### config.mk
export PLATFORM = sky130hd
export DESIGN_NAME = panel_reg_writer
export DESIGN_NICKNAME = d
export VERILOG_FILES = /design/src/rtl/panel_wr_pkg.sv /design/src/rtl/pw_unit_timer.sv /design/src/rtl/pw_frame_word.sv /design/src/rtl/panel_reg_writer.sv
export SDC_FILE = /design/constraint.sdc
export NUM_CORES = 1
export LEC_CHECK = 0
export ABC_AREA = 1
export BUFFER_PORTS_ARGS = -buffer_cell sky130_fd_sc_hd__buf_2
export CORE_MARGIN = 2
export CORE_UTILIZATION = 52
export CTS_CLUSTER_SIZE = 16
export DETAILED_ROUTE_END_ITERATION = 7
export PLACE_DENSITY = 0.76
export SYNTH_ARGS = -nofsm -noshare
export SYNTH_HDL_FRONTEND = slang
export SYNTH_HIERARCHICAL = 1
export SYNTH_SLANG_ARGS = --single-unit
export TNS_END_PERCENT = 1
### constraint.sdc
create_clock -name clk -period 1.5 [get_ports clk]
set_input_delay 0.3 -clock clk [delete_from_list [all_inputs] [get_ports clk]]
set_output_delay 0.3 -clock clk [all_outputs]
set_load 0.05 [all_outputs]
### src/rtl/panel_wr_pkg.sv
package panel_wr_pkg;

    localparam int BYTE_W          = 8;
    localparam int IDX_W           = 8;
    localparam int VAL_W           = 16;
    localparam int BYTES_PER_FRAME = 3;
    localparam int FRAME_BITS      = BYTE_W * BYTES_PER_FRAME;
    localparam int BIT_CNT_W       = $clog2(FRAME_BITS);
    localparam int SEL_BIT         = 1;   // register-select flag position in header
    localparam int RW_BIT          = 0;   // read flag position in header, kept at 0

    typedef enum logic [2:0] {
        ST_IDLE,
        ST_CS_LEAD,
        ST_CLK_LO,
        ST_DATA,
        ST_CLK_HI,
        ST_CS_TRAIL
    } seq_state_e;

    typedef struct packed {
        seq_state_e             st;
        logic                   frame;
        logic [BIT_CNT_W-1:0]   bit_idx;
        logic                   cs_n;
        logic                   sclk;
        logic                   sdo;
        logic                   done;
        logic [IDX_W-1:0]       idx;
        logic [VAL_W-1:0]       val;
    } seq_regs_t;

endpackage

### src/rtl/pw_unit_timer.sv
module pw_unit_timer #(
    parameter int DELAY_CLKS = 100
) (
    input  logic clk,
    input  logic rst_n,
    input  logic hold_i,
    output logic tick_o
);
    localparam int CNT_W = (DELAY_CLKS > 1) ? $clog2(DELAY_CLKS) : 1;
    localparam logic [CNT_W-1:0] LAST = CNT_W'(DELAY_CLKS - 1);

    logic [CNT_W-1:0] cnt_d, cnt_q;

    assign tick_o = (cnt_q == LAST);

    always_comb begin
        cnt_d = cnt_q;
        if (hold_i || tick_o) begin
            cnt_d = '0;
        end else begin
            cnt_d = cnt_q + 1'b1;
        end
    end

    always_ff @(posedge clk or negedge rst_n) begin
        if (!rst_n) begin
            cnt_q <= '0;
        end else begin
            cnt_q <= cnt_d;
        end
    end
endmodule

### src/rtl/pw_frame_word.sv
module pw_frame_word
    import panel_wr_pkg::*;
#(
    parameter logic [BYTE_W-1:0] DEV_HDR = 8'h74
) (
    input  logic                  second_i,
    input  logic [IDX_W-1:0]      idx_i,
    input  logic [VAL_W-1:0]      val_i,
    output logic [FRAME_BITS-1:0] word_o
);
    localparam logic [BYTE_W-1:0] RW_MASK  = BYTE_W'(1) << RW_BIT;
    localparam logic [BYTE_W-1:0] SEL_MASK = BYTE_W'(1) << SEL_BIT;
    localparam logic [BYTE_W-1:0] HDR_BASE = DEV_HDR & ~(RW_MASK | SEL_MASK);
    localparam logic [BYTE_W-1:0] HDR_DATA = HDR_BASE | SEL_MASK;

    always_comb begin
        if (second_i) begin
            word_o = {HDR_DATA, val_i};
        end else begin
            word_o = {HDR_BASE, {BYTE_W{1'b0}}, idx_i};
        end
    end
endmodule

### src/rtl/panel_reg_writer.sv
module panel_reg_writer
    import panel_wr_pkg::*;
#(
    parameter int                DELAY_CLKS = 100,
    parameter logic [BYTE_W-1:0] DEV_HDR    = 8'h74
) (
    input  logic             clk,
    input  logic             rst_n,
    input  logic             start_i,
    input  logic [IDX_W-1:0] reg_idx_i,
    input  logic [VAL_W-1:0] reg_val_i,
    output logic             busy_o,
    output logic             done_o,
    output logic             cs_n_o,
    output logic             sclk_o,
    output logic             sdo_o
);
    localparam logic [BIT_CNT_W-1:0] LAST_BIT = BIT_CNT_W'(FRAME_BITS - 1);

    seq_regs_t             r_d, r_q;
    logic                  tick;
    logic [FRAME_BITS-1:0] word;

    pw_unit_timer #(.DELAY_CLKS(DELAY_CLKS)) u_timer (
        .clk    (clk),
        .rst_n  (rst_n),
        .hold_i (r_q.st == ST_IDLE),
        .tick_o (tick)
    );

    pw_frame_word #(.DEV_HDR(DEV_HDR)) u_word (
        .second_i (r_q.frame),
        .idx_i    (r_q.idx),
        .val_i    (r_q.val),
        .word_o   (word)
    );

    always_comb begin
        r_d      = r_q;
        r_d.done = 1'b0;
        unique case (r_q.st)
            ST_IDLE: begin
                if (start_i) begin
                    r_d.st      = ST_CS_LEAD;
                    r_d.cs_n    = 1'b0;
                    r_d.frame   = 1'b0;
                    r_d.bit_idx = '0;
                    r_d.idx     = reg_idx_i;
                    r_d.val     = reg_val_i;
                end
            end
            ST_CS_LEAD: begin
                if (tick) begin
                    r_d.st   = ST_CLK_LO;
                    r_d.sclk = 1'b0;
                end
            end
            ST_CLK_LO: begin
                if (tick) begin
                    r_d.st  = ST_DATA;
                    r_d.sdo = word[LAST_BIT - r_q.bit_idx];
                end
            end
            ST_DATA: begin
                if (tick) begin
                    r_d.st   = ST_CLK_HI;
                    r_d.sclk = 1'b1;
                end
            end
            ST_CLK_HI: begin
                if (tick) begin
                    if (r_q.bit_idx == LAST_BIT) begin
                        r_d.st   = ST_CS_TRAIL;
                        r_d.cs_n = 1'b1;
                        r_d.sdo  = 1'b1;
                    end else begin
                        r_d.st      = ST_CLK_LO;
                        r_d.sclk    = 1'b0;
                        r_d.bit_idx = r_q.bit_idx + 1'b1;
                    end
                end
            end
            ST_CS_TRAIL: begin
                if (tick) begin
                    if (!r_q.frame) begin
                        r_d.st      = ST_CS_LEAD;
                        r_d.frame   = 1'b1;
                        r_d.bit_idx = '0;
                        r_d.cs_n    = 1'b0;
                    end else begin
                        r_d.st   = ST_IDLE;
                        r_d.done = 1'b1;
                    end
                end
            end
            default: r_d.st = ST_IDLE;
        endcase
    end

    always_ff @(posedge clk or negedge rst_n) begin
        if (!rst_n) begin
            r_q         <= '0;
            r_q.st      <= ST_IDLE;
            r_q.cs_n    <= 1'b1;
            r_q.sclk    <= 1'b1;
            r_q.sdo     <= 1'b1;
        end else begin
            r_q <= r_d;
        end
    end

    assign busy_o = (r_q.st != ST_IDLE);
    assign done_o = r_q.done;
    assign cs_n_o = r_q.cs_n;
    assign sclk_o = r_q.sclk;
    assign sdo_o  = r_q.sdo;
endmodule

==> results of run 1 <==
==> through the flow <==
step,std cells,util,hold slack (ns)
finish,496,0.691,0.183
global route,496,0.691,0.188
CTS,495,0.682,0.179
detailed placement,485,0.645,0.281
global placement,485,0.645,0.277
floorplan,367,-,0.00441
==> critical path, cell delays in order, from the launching register on <==
cell     delay, ns
dfrtp_1       0.40
ha_4          0.17
nand3_4       0.08
nor2_4        0.14
nor2_2        0.05
nor2_2        0.11
inv_2         0.07
buf_6         0.12
a21oi_4       0.15
o21ai_1       0.09
o21ai_1       0.08
==> sequential cells by signal, indices dropped and copies added (netlist names) <==
register	cells
u_timer/cnt_q	7
r_q	33
sclk_o	1
sdo_o	1
done_o	1
cs_n_o	1
==> layout by cell type, fill, tap and decap left out, types with 3 or more instances in the layout <==
cell,n
buf_12,4
buf_2,30
buf_4,32
buf_6,4
clkbuf_8,6
conb_1,7
dfrtp_1,41
dfstp_2,3
inv_1,45
inv_2,5
nand2_1,144
nand2_2,10
nand3_1,25
nand3_2,5
nand4_1,3
nor2_1,23
nor2_2,3
o21ai_0,5
o21ai_1,9
o21ai_2,3
==> cell families after synthesis <==
kind of cell / Yosys count / share of synthesized area
fa+ha+maj: 3 / 0.0148
other cells: 2 / 0.00296
buf+inv: 67 / 0.121
flops: 44 / 0.435
xor+xnor: 4 / 0.0138
compound gates: 23 / 0.0542
simple gates: 219 / 0.358
==> Yosys cell counts <==
cell      number  share of area
a21oi_1        2         0.0039
a21oi_2        1         0.0035
buf_1          1         0.0015
buf_4         10          0.030
buf_6          1         0.0044
buf_8          1         0.0059
clkbuf_1       4         0.0059
conb_1         2         0.0030
dfrtp_1       41           0.40
dfstp_2        3          0.031
ha_1           3          0.015
inv_1         47          0.069
inv_2          3         0.0044
nand2_1      150           0.22
nand2_2        5          0.012
nand3_1       29          0.057
nand3_2        2         0.0079
nand4_1        3         0.0074
nor2_1        26          0.038
nor2_2         1         0.0025
nor3_1         2         0.0039
nor3_4         1         0.0064
o21ai_0       16          0.032
o21ai_1        1         0.0020
o21bai_1       2         0.0059
o21bai_4       1         0.0074
xnor2_1        2         0.0069
xor2_1         2         0.0069
==> path summary, 6_finish.rpt <==
path	end	slack [ns]	cells after the start
worst max-delay path	r_q[35]$_DFFE_PN0P_	-0.04	10
worst min-delay path	r_q[1]$_DFFE_PN0P_	0.18	3
worst max register to register	r_q[35]$_DFFE_PN0P_	-0.04	10
worst min register to register	cs_n_o$_DFFE_PN1P_	0.48	2
max in group asynchronous	r_q[12]$_DFFE_PN0P_	0.54	3
min in group asynchronous	done_o$_DFF_PN0_	0.47	2
==> area by class of cell <==
cell class              instances  area (µm²)
clock buffers                   6        82.6
clock inverters                 2        38.8
fillers                       420        1460
inverters                      50         188
multi-input cells             256        1240
flip-flops and latches         44        1100
well taps                      67        83.8
repair buffers                 71         526
==> power breakdown <==
| part | switching [mW] | internal [mW] |
|---|---|---|
| Clock | 0.419 | 0.545 |
| Combinational | 1.60 | 1.23 |
| Sequential | 0.253 | 1.61 |
==> timing repair <==
action | 4_1_cts | 5_1_grt
pin swaps | 6 | 6
endpoints found under the setup margin | 9 | 33
hold buffers | 1 | 0
endpoints found under the hold margin | 16 | 0
gates resized for setup | 16 | 15
buffers inserted | 2 | 1
==> layer usage <==
layer | part of all wire | GRT usage | vias up
li1 | - | - | 1216
met1 | 0.45 | 0.274 | 1024
met2 | 0.48 | 0.374 | 52
met3 | 0.037 | 0.0521 | 14
met4 | 0.027 | 0.0949 | 0
met5 | 0 | 0 | -
==> reports/results.ini, run 1 <==
[synth]
netlist_instances=362
ys_types=28
synth-seq-cells=44
synth_seq_area_share=0.435
syn_area_per_cell_um2=7.01
ys_warn_count=6
netlist_area_mm2=0.00254

[die]
die_y_um=73.9
die_x_um=73.9
coreArea_mm2=0.00472
rows=25
start_util=0.537
ioPinCount=32
die_area_mm2=0.00546

[final_layout]
num_antenna_cells=0
nNetsFinal=458
area_growth_pct=28.5
layout-drive-gt1-share=0.268
final_cell_area_mm2=0.00326

[critical_path]
worst_ep_arrival_time_ns=1.76
crit_start=u_timer/cnt_q[1]$_DFF_PN0_
r2r_start=u_timer/cnt_q[1]$_DFF_PN0_
start_kind=flop
endpoint_kind=flop
required_ns=1.73
critical_path_class=reg2reg
cp_max_fo=6

[run]
max_cap_violations=0

[routing]
drt_wl_total_um=5470
drc_errors=0
ant_nets=0
drt_iter0_drc=108
viasPerCell=4.65
via_count=2306
wl_per_cell_um=11.0
dr.pass1.iters=4

[placed_design]
dp_slack_ns=-0.0771
gp_congestion=0.962
postPlaceCellArea_mm2=0.00305
detailed_place_hpwl_um=4030
portBuffers=31

[power_and_ir_drop]
powerDensity_mw_per_mm2=1730
power_mw=5.65
p_leak_nw=1.77
ir_drop_v=0.000937

[global_routing]
grt.total_usage=0.223
antenna_found_initial=0
grt_pass1_vias=2244
grt.overflow.total=0
grt_max_degree=26
grt_pass1_wl_um=9290

[sta]
skew_ns=0.0115
rsz0062_at_grt=true
max_clock_freq_mhz=651
finalCritPeriodShare=1.02
layout_setup_ws_ns=-0.0357
setup_violations=6
fin_crit_ns=1.54
setup-tns-final_ns=-0.125
finalHoldViolations=0
maxSlewViolCount=0

[run_status]
outcome=complete, but fails checks
violations=negative setup slack

[clock_tree]
cts.sinks=44
htreeDepth=2
clk_latency_ns=0.31
clockBufferDepth=2
clk_pin_slew_worst_paths_ns=0.09
cts_tree=done
cts_buffers=5
clockRootBuffer=clkbuf_8

[min_path]
hold_class=in2reg
hold_start=reg_val_i[1]

Power figures use the tool's default switching activity.
==> run 2: changes to the inputs <==
==> constraint.sdc (replaced) <==
create_clock -name clk -period 1.3 [get_ports clk]
set_input_delay 0.26 -clock clk [delete_from_list [all_inputs] [get_ports clk]]
set_output_delay 0.26 -clock clk [all_outputs]
set_load 0.05 [all_outputs]
==> reports/results.ini, run 2 (synthesized netlist as in run 1, its figures left out) <==
[run_status]
outcome=complete, but fails checks  ; unchanged
violations=negative setup slack  ; unchanged

[global_routing]
grt.overflow.total=0  ; unchanged
grt_pass1_vias=2288  ; was 2244
antenna_found_initial=0  ; unchanged
grt.total_usage=0.241  ; was 0.223
grt_pass1_wl_um=10000  ; was 9290 µm
grt_max_degree=25  ; was 26

[final_layout]
utilization=0.716  ; was 0.691
top_regs=r_q (33), u_timer/cnt_q (7)  ; unchanged
layout_commonest_cell=nand2_1  ; unchanged
nNetsFinal=476  ; was 458
regMostFlops=r_q  ; unchanged
final-instance-count-excl-fill=514  ; was 496
layout-drive-gt1-share=0.291  ; was 0.268
final_cell_area_mm2=0.00338  ; was 0.00326 mm²
final_cell_mix=nand2_1, buf_4, inv_1  ; was nand2_1, inv_1, dfrtp_1
largest_register_ffs=33  ; unchanged
area_growth_pct=33.3  ; was 28.5%
num_antenna_cells=0  ; unchanged

[critical_path]
critical_path_class=reg2reg  ; unchanged
r2r_slack_ns=-0.26  ; was -0.04 ns
cp_max_fo=10  ; was 6
worst_path_max_delay_cell=dfrtp_1  ; unchanged
path_cells=ha_4 > nand3_4 > nor2_4 > inv_1 > nand2_1 > nand2_2 > nor3_4 > buf_12 > nand3_1 > o21ai_1  ; was ha_4 > nand3_4 > nor2_4 > nor2_2 > nor2_2 > inv_2 > buf_6 > a21oi_4 > o21ai_1 > o21ai_1
ff2ff_path_depth=10  ; unchanged
cpLargestDelayFamily=simple AND/OR/NAND/NOR gates  ; was flip-flops
r2r_start=u_timer/cnt_q[0]$_DFF_PN0_  ; was u_timer/cnt_q[1]$_DFF_PN0_
setup.worst_path.end=r_q[29]$_DFFE_PN0P_  ; was r_q[35]$_DFFE_PN0P_
endpoint_kind=flop  ; unchanged
required_ns=1.53  ; was 1.73 ns
worst_ep_arrival_time_ns=1.79  ; was 1.76 ns
path_buf_inv=2  ; unchanged
timing.rr.end=r_q[29]$_DFFE_PN0P_  ; was r_q[35]$_DFFE_PN0P_
slowest_delay_ns=0.42  ; was 0.40 ns
start_kind=flop  ; unchanged
cp.depth=10  ; unchanged
crit_start=u_timer/cnt_q[0]$_DFF_PN0_  ; was u_timer/cnt_q[1]$_DFF_PN0_

[placed_design]
postPlaceCellArea_mm2=0.00312  ; was 0.00305 mm²
portBuffers=31  ; unchanged
detailed_place_hpwl_um=4360  ; was 4030 µm
dp_slack_ns=-0.317  ; was -0.0771 ns
dp.cells=500  ; was 485
gp_congestion=1.01  ; was 0.962

[routing]
wl_per_cell_um=11.6  ; was 11.0 µm
dr.pass1.iters=4  ; unchanged
viasPerCell=4.75  ; was 4.65
drt_wl_total_um=5950  ; was 5470 µm
via_count=2443  ; was 2306
drc_errors=0  ; unchanged
ant_nets=0  ; unchanged
drt_iter0_drc=136  ; was 108

[min_path]
whs_path_depth=3  ; unchanged
hold_class=in2reg  ; unchanged

[die]
ioPinCount=32  ; unchanged
die_y_um=73.9  ; unchanged
coreArea_mm2=0.00472  ; unchanged
rows=25  ; unchanged
start_util=0.537  ; unchanged
die_area_mm2=0.00546  ; unchanged
die_x_um=73.9  ; unchanged

[clock_tree]
clockBufferDepth=2  ; unchanged
clk_latency_ns=0.29  ; was 0.31 ns
cts_buffers=5  ; unchanged
clk_pin_slew_worst_paths_ns=0.09  ; about the same
cts.sinks=44  ; unchanged
clockRootBuffer=clkbuf_8  ; unchanged
cts_tree=done  ; unchanged
htreeDepth=2  ; unchanged

[sta]
layout_setup_ws_ns=-0.263  ; was -0.0357 ns
skew_ns=0.00906  ; was 0.0115 ns
finalHoldViolations=0  ; unchanged
setup-tns-final_ns=-2.54  ; was -0.125 ns
maxSlewViolCount=0  ; unchanged
setup_violations=15  ; was 6
finalCritPeriodShare=1.20  ; was 1.02
rsz0062_at_grt=true  ; unchanged
max_clock_freq_mhz=640  ; was 651 MHz
fin_crit_ns=1.56  ; was 1.54 ns

[run]
max_cap_violations=0  ; unchanged

[power_and_ir_drop]
ir_drop_v=0.00108  ; was 0.000937 V
p_leak_nw=1.85  ; was 1.77 nW
powerDensity_mw_per_mm2=1990  ; was 1730 mW/mm²

## run 2: where the power goes
group	leakage [nW]	switching, mW	total, mW	internal [mW]
clock network	0.0552	0.457	1.03	0.571
registers	0.556	0.326	2.19	1.86
logic	1.24	1.91	3.51	1.60
total	1.85	2.69	6.73	4.03
## run 2: final cells by class
type                       instances  area (µm²)
fill                             385        1340
tap                               67        83.8
clock inverter                     2        35.0
sequential                        44        1110
multi-input combinational        256        1230
clock buffer                       6        72.6
timing repair buffer              89         654
inverter                          50         195
## run 2: routing by layer
metal  part of all wire  GRT usage  wire length (µm)  vias up
li1                   -          -                 -     1253
met1               0.45      0.309              2690     1126
met2               0.50      0.403              3000       53
met3              0.028     0.0480               166       11
met4              0.018     0.0889               106        0
met5                  0          0                 0        -
## run 2: what timing repair did
| item | in CTS | in global routing |
|---|---|---|
| hold endpoints to repair | 41 | 0 |
| setup buffers | 5 | 0 |
| cloned | 0 | 0 |
| gates resized for setup | 19 | 21 |
| hold buffers | 1 | 0 |
| pin swaps | 6 | 2 |
| setup endpoints to repair | 43 | 47 |
## run 2: stage by stage
| step | total power, mW | hold slack [ns] |
|---|---|---|
| floorplan | 4.15 | -0.0356 |
| global placement | 5.15 | 0.253 |
| detailed placement | 5.25 | 0.263 |
| CTS | 6.61 | 0.147 |
| global route | 7.27 | 0.144 |
| finish | 6.73 | 0.152 |
## run 2: tightest hold or removal path: cells and delay by family
kind                   cells  cell delay [ns]
buffers and inverters      1             0.07
AND/OR/NAND/NOR            2             0.08
## run 2: how the worst min path moves through the flow
stage / startpoint / end / slack (ns)
floorplan: rst_n / done_o$_DFF_PN0_ / -0.04
global placement: rst_n / r_q[36]$_DFFE_PN0P_ / 0.25
detailed placement: rst_n / r_q[35]$_DFFE_PN0P_ / 0.26
CTS: reg_val_i[3] / r_q[3]$_DFFE_PN0P_ / 0.15
global route: reg_idx_i[4] / r_q[20]$_DFFE_PN0P_ / 0.14
finish: reg_val_i[3] / r_q[3]$_DFFE_PN0P_ / 0.15
==> run 3: changes to the inputs <==
--- a/config.mk
+++ b/config.mk
@@ -11,7 +11,7 @@
 export CORE_UTILIZATION = 52
 export CTS_CLUSTER_SIZE = 16
 export DETAILED_ROUTE_END_ITERATION = 7
-export PLACE_DENSITY = 0.76
+export PLACE_DENSITY_LB_ADDON = 0.3
 export SYNTH_ARGS = -nofsm -noshare
 export SYNTH_HDL_FRONTEND = slang
 export SYNTH_HIERARCHICAL = 1
==> reports/results.ini, run 3 (synthesized netlist as in run 1, its figures left out) <==
[run_status]
outcome=complete, but fails checks  ; unchanged
violations=negative setup slack  ; unchanged

[routing]
drt_iter0_drc=74  ; was 136
drt_wl_total_um=5300  ; was 5950 µm
viasPerCell=4.63  ; was 4.75
dr.pass1.iters=4  ; unchanged
via_count=2342  ; was 2443
drc_errors=0  ; unchanged
ant_nets=0  ; unchanged
wl_per_cell_um=10.5  ; was 11.6 µm

[global_routing]
grt_pass1_wl_um=9410  ; was 10000 µm
antenna_found_initial=0  ; unchanged
grt_max_degree=45  ; was 25
grt_use_met1=0.270  ; was 0.309
globalRoute.busiestLayer=met2  ; unchanged
grt.total_usage=0.223  ; was 0.241
grt_util_met3=0.0412  ; was 0.0480
grt_pass1_vias=2269  ; was 2288
use_met2=0.394  ; was 0.403
grt.overflow.total=0  ; unchanged

[sta]
skew_ns=0.00285  ; was 0.00906 ns
maxSlewViolCount=0  ; unchanged
setup_violations=13  ; was 15
layout_setup_ws_ns=-0.228  ; was -0.263 ns
fin_crit_ns=1.53  ; was 1.56 ns
rsz0062_at_grt=true  ; unchanged
finalCritPeriodShare=1.18  ; was 1.20
finalHoldViolations=0  ; unchanged
max_clock_freq_mhz=655  ; was 640 MHz

[critical_path]
r2r_start=u_timer/cnt_q[0]$_DFF_PN0_  ; unchanged
setup.worst_path.end=r_q[28]$_DFFE_PN0P_  ; was r_q[29]$_DFFE_PN0P_
timing.rr.end=r_q[28]$_DFFE_PN0P_  ; was r_q[29]$_DFFE_PN0P_
slowest_delay_ns=0.39  ; was 0.42 ns
worst_ep_arrival_time_ns=1.75  ; was 1.79 ns
cpLargestDelayFamily=simple AND/OR/NAND/NOR gates  ; unchanged
required_ns=1.52  ; was 1.53 ns
r2r_slack_ns=-0.23  ; was -0.26 ns
ff2ff_path_depth=10  ; unchanged
start_kind=flop  ; unchanged
critical_path_class=reg2reg  ; unchanged
cp.depth=10  ; unchanged
path_buf_inv=2  ; unchanged
endpoint_kind=flop  ; unchanged
cp_max_fo=10  ; unchanged
crit_start=u_timer/cnt_q[0]$_DFF_PN0_  ; unchanged
worst_path_max_delay_cell=dfrtp_1  ; unchanged
path_cells=ha_4 > nand3_4 > nor2_4 > inv_1 > nand2_1 > nand2_2 > nor3_4 > buf_6 > nand3_1 > o21ai_1  ; was ha_4 > nand3_4 > nor2_4 > inv_1 > nand2_1 > nand2_2 > nor3_4 > buf_12 > nand3_1 > o21ai_1

[final_layout]
layout-drive-gt1-share=0.271  ; was 0.291
layout_commonest_cell=nand2_1  ; unchanged
num_antenna_cells=0  ; unchanged
largest_register_ffs=33  ; unchanged
final_cell_area_mm2=0.00331  ; was 0.00338 mm²
top_regs=r_q (33), u_timer/cnt_q (7)  ; unchanged
area_growth_pct=30.6  ; was 33.3%
nNetsFinal=468  ; was 476
final_cell_mix=nand2_1, inv_1, buf_4  ; was nand2_1, buf_4, inv_1
filler_cell_count=391  ; was 385
regMostFlops=r_q  ; unchanged

[die]
ioPinCount=32  ; unchanged
die_area_mm2=0.00546  ; unchanged
die_x_um=73.9  ; unchanged
start_util=0.537  ; unchanged
rows=25  ; unchanged
coreArea_mm2=0.00472  ; unchanged
die_y_um=73.9  ; unchanged

[clock_tree]
cts_tree=done  ; unchanged
clockRootBuffer=clkbuf_8  ; unchanged
cts.sinks=44  ; unchanged
htreeDepth=2  ; unchanged
clockBufferDepth=2  ; unchanged
clk_latency_ns=0.29  ; about the same
cts_buffers=5  ; unchanged
clk_pin_slew_worst_paths_ns=0.08  ; was 0.09 ns

[power_and_ir_drop]
combPwrFrac=0.511  ; was 0.522
p_leak_nw=1.80  ; was 1.85 nW
switchingPower_mw=2.50  ; was 2.69 mW
swShare=0.402  ; was 0.400
power_mw=6.22  ; was 6.73 mW
powerDensity_mw_per_mm2=1880  ; was 1990 mW/mm²
p_clk_frac=0.139  ; was 0.153
ir_drop_v=0.00103  ; was 0.00108 V
p_int_mw=3.72  ; was 4.03 mW
seqPwrFrac=0.350  ; was 0.325

[placed_design]
portBuffers=31  ; unchanged
dp_slack_ns=-0.304  ; was -0.317 ns
gp_congestion=1.00  ; was 1.01
postPlaceCellArea_mm2=0.00309  ; was 0.00312 mm²
detailed_place_hpwl_um=3940  ; was 4360 µm

[min_path]
hold_start=reg_val_i[10]  ; was reg_val_i[3]
hold_class=in2reg  ; unchanged
whs_path_depth=3  ; unchanged

[run]
max_cap_violations=0  ; unchanged

[run 3: cell types whose count changed in the layout (fill, tap and decap cells not counted), sizes merged]
cell	change
clkbuf	+2
clkinv	-1
bufinv	-1
buf	-8
[run 3: worst min-delay path by stage]
stage	end	slack (ns)
after detailed placement	u_timer/cnt_q[4]$_DFF_PN0_	0.26
final	r_q[10]$_DFFE_PN0P_	0.16
after CTS	r_q[10]$_DFFE_PN0P_	0.15
after global placement	u_timer/cnt_q[5]$_DFF_PN0_	0.25
after global routing	r_q[10]$_DFFE_PN0P_	0.16
after floorplan	done_o$_DFF_PN0_	-0.04
[run 3: area by class of cell]
cell class / count / area [µm²] / share of cell area
clock buffer: 8 / 90.1 / 0.0272
inverter: 50 / 188 / 0.0566
multi-input combinational: 256 / 1230 / 0.372
sequential: 44 / 1110 / 0.334
tap: 67 / 83.8 / 0.0253
timing repair buffer: 81 / 614 / 0.185
[run 3: timing repair]
action                     4_1_cts  5_1_grt
pin swaps                        5        2
hold endpoints to repair        41        0
buffers inserted                 4        1
hold buffers                     1        0
setup endpoints to repair       47       40
resized for setup               18       19
[run 3: routing by layer]
layer  up-vias  share of wire  wire [µm]
met5         -              0          0
met4         0          0.014         76
met3         6          0.032        169
met2        50           0.51       2700
met1      1044           0.44       2360
li1       1242              -          -
[run 3: power groups by stage]
stage                     registers [mW]  clock network (mW)  logic [mW]
after floorplan                     2.19                   0        1.97
after global placement              2.15                   0        2.84
after detailed placement            2.17                   0        2.91
after CTS                           2.17               0.900        3.11
after global routing                2.25               0.957        3.63
final                               2.18               0.863        3.18
[run 3: worst min-delay path, delay by kind of cell]
family | cells | cell delay (ns)
and+or+nand+nor | 2 | 0.08
buffers and inverters | 1 | 0.07
[run 3: metrics by stage]
step           hold WS, ns  std cells  utilization  TNS [ns]
2_1_floorplan      -0.0356        367            -     -5.15
3_3_place_gp         0.254        492        0.654     -2.85
3_5_place_dp         0.255        492        0.654     -4.94
4_1_cts              0.147        505        0.690     -2.13
5_1_grt              0.158        506        0.702     -4.23
6_report             0.156        506        0.702     -2.08
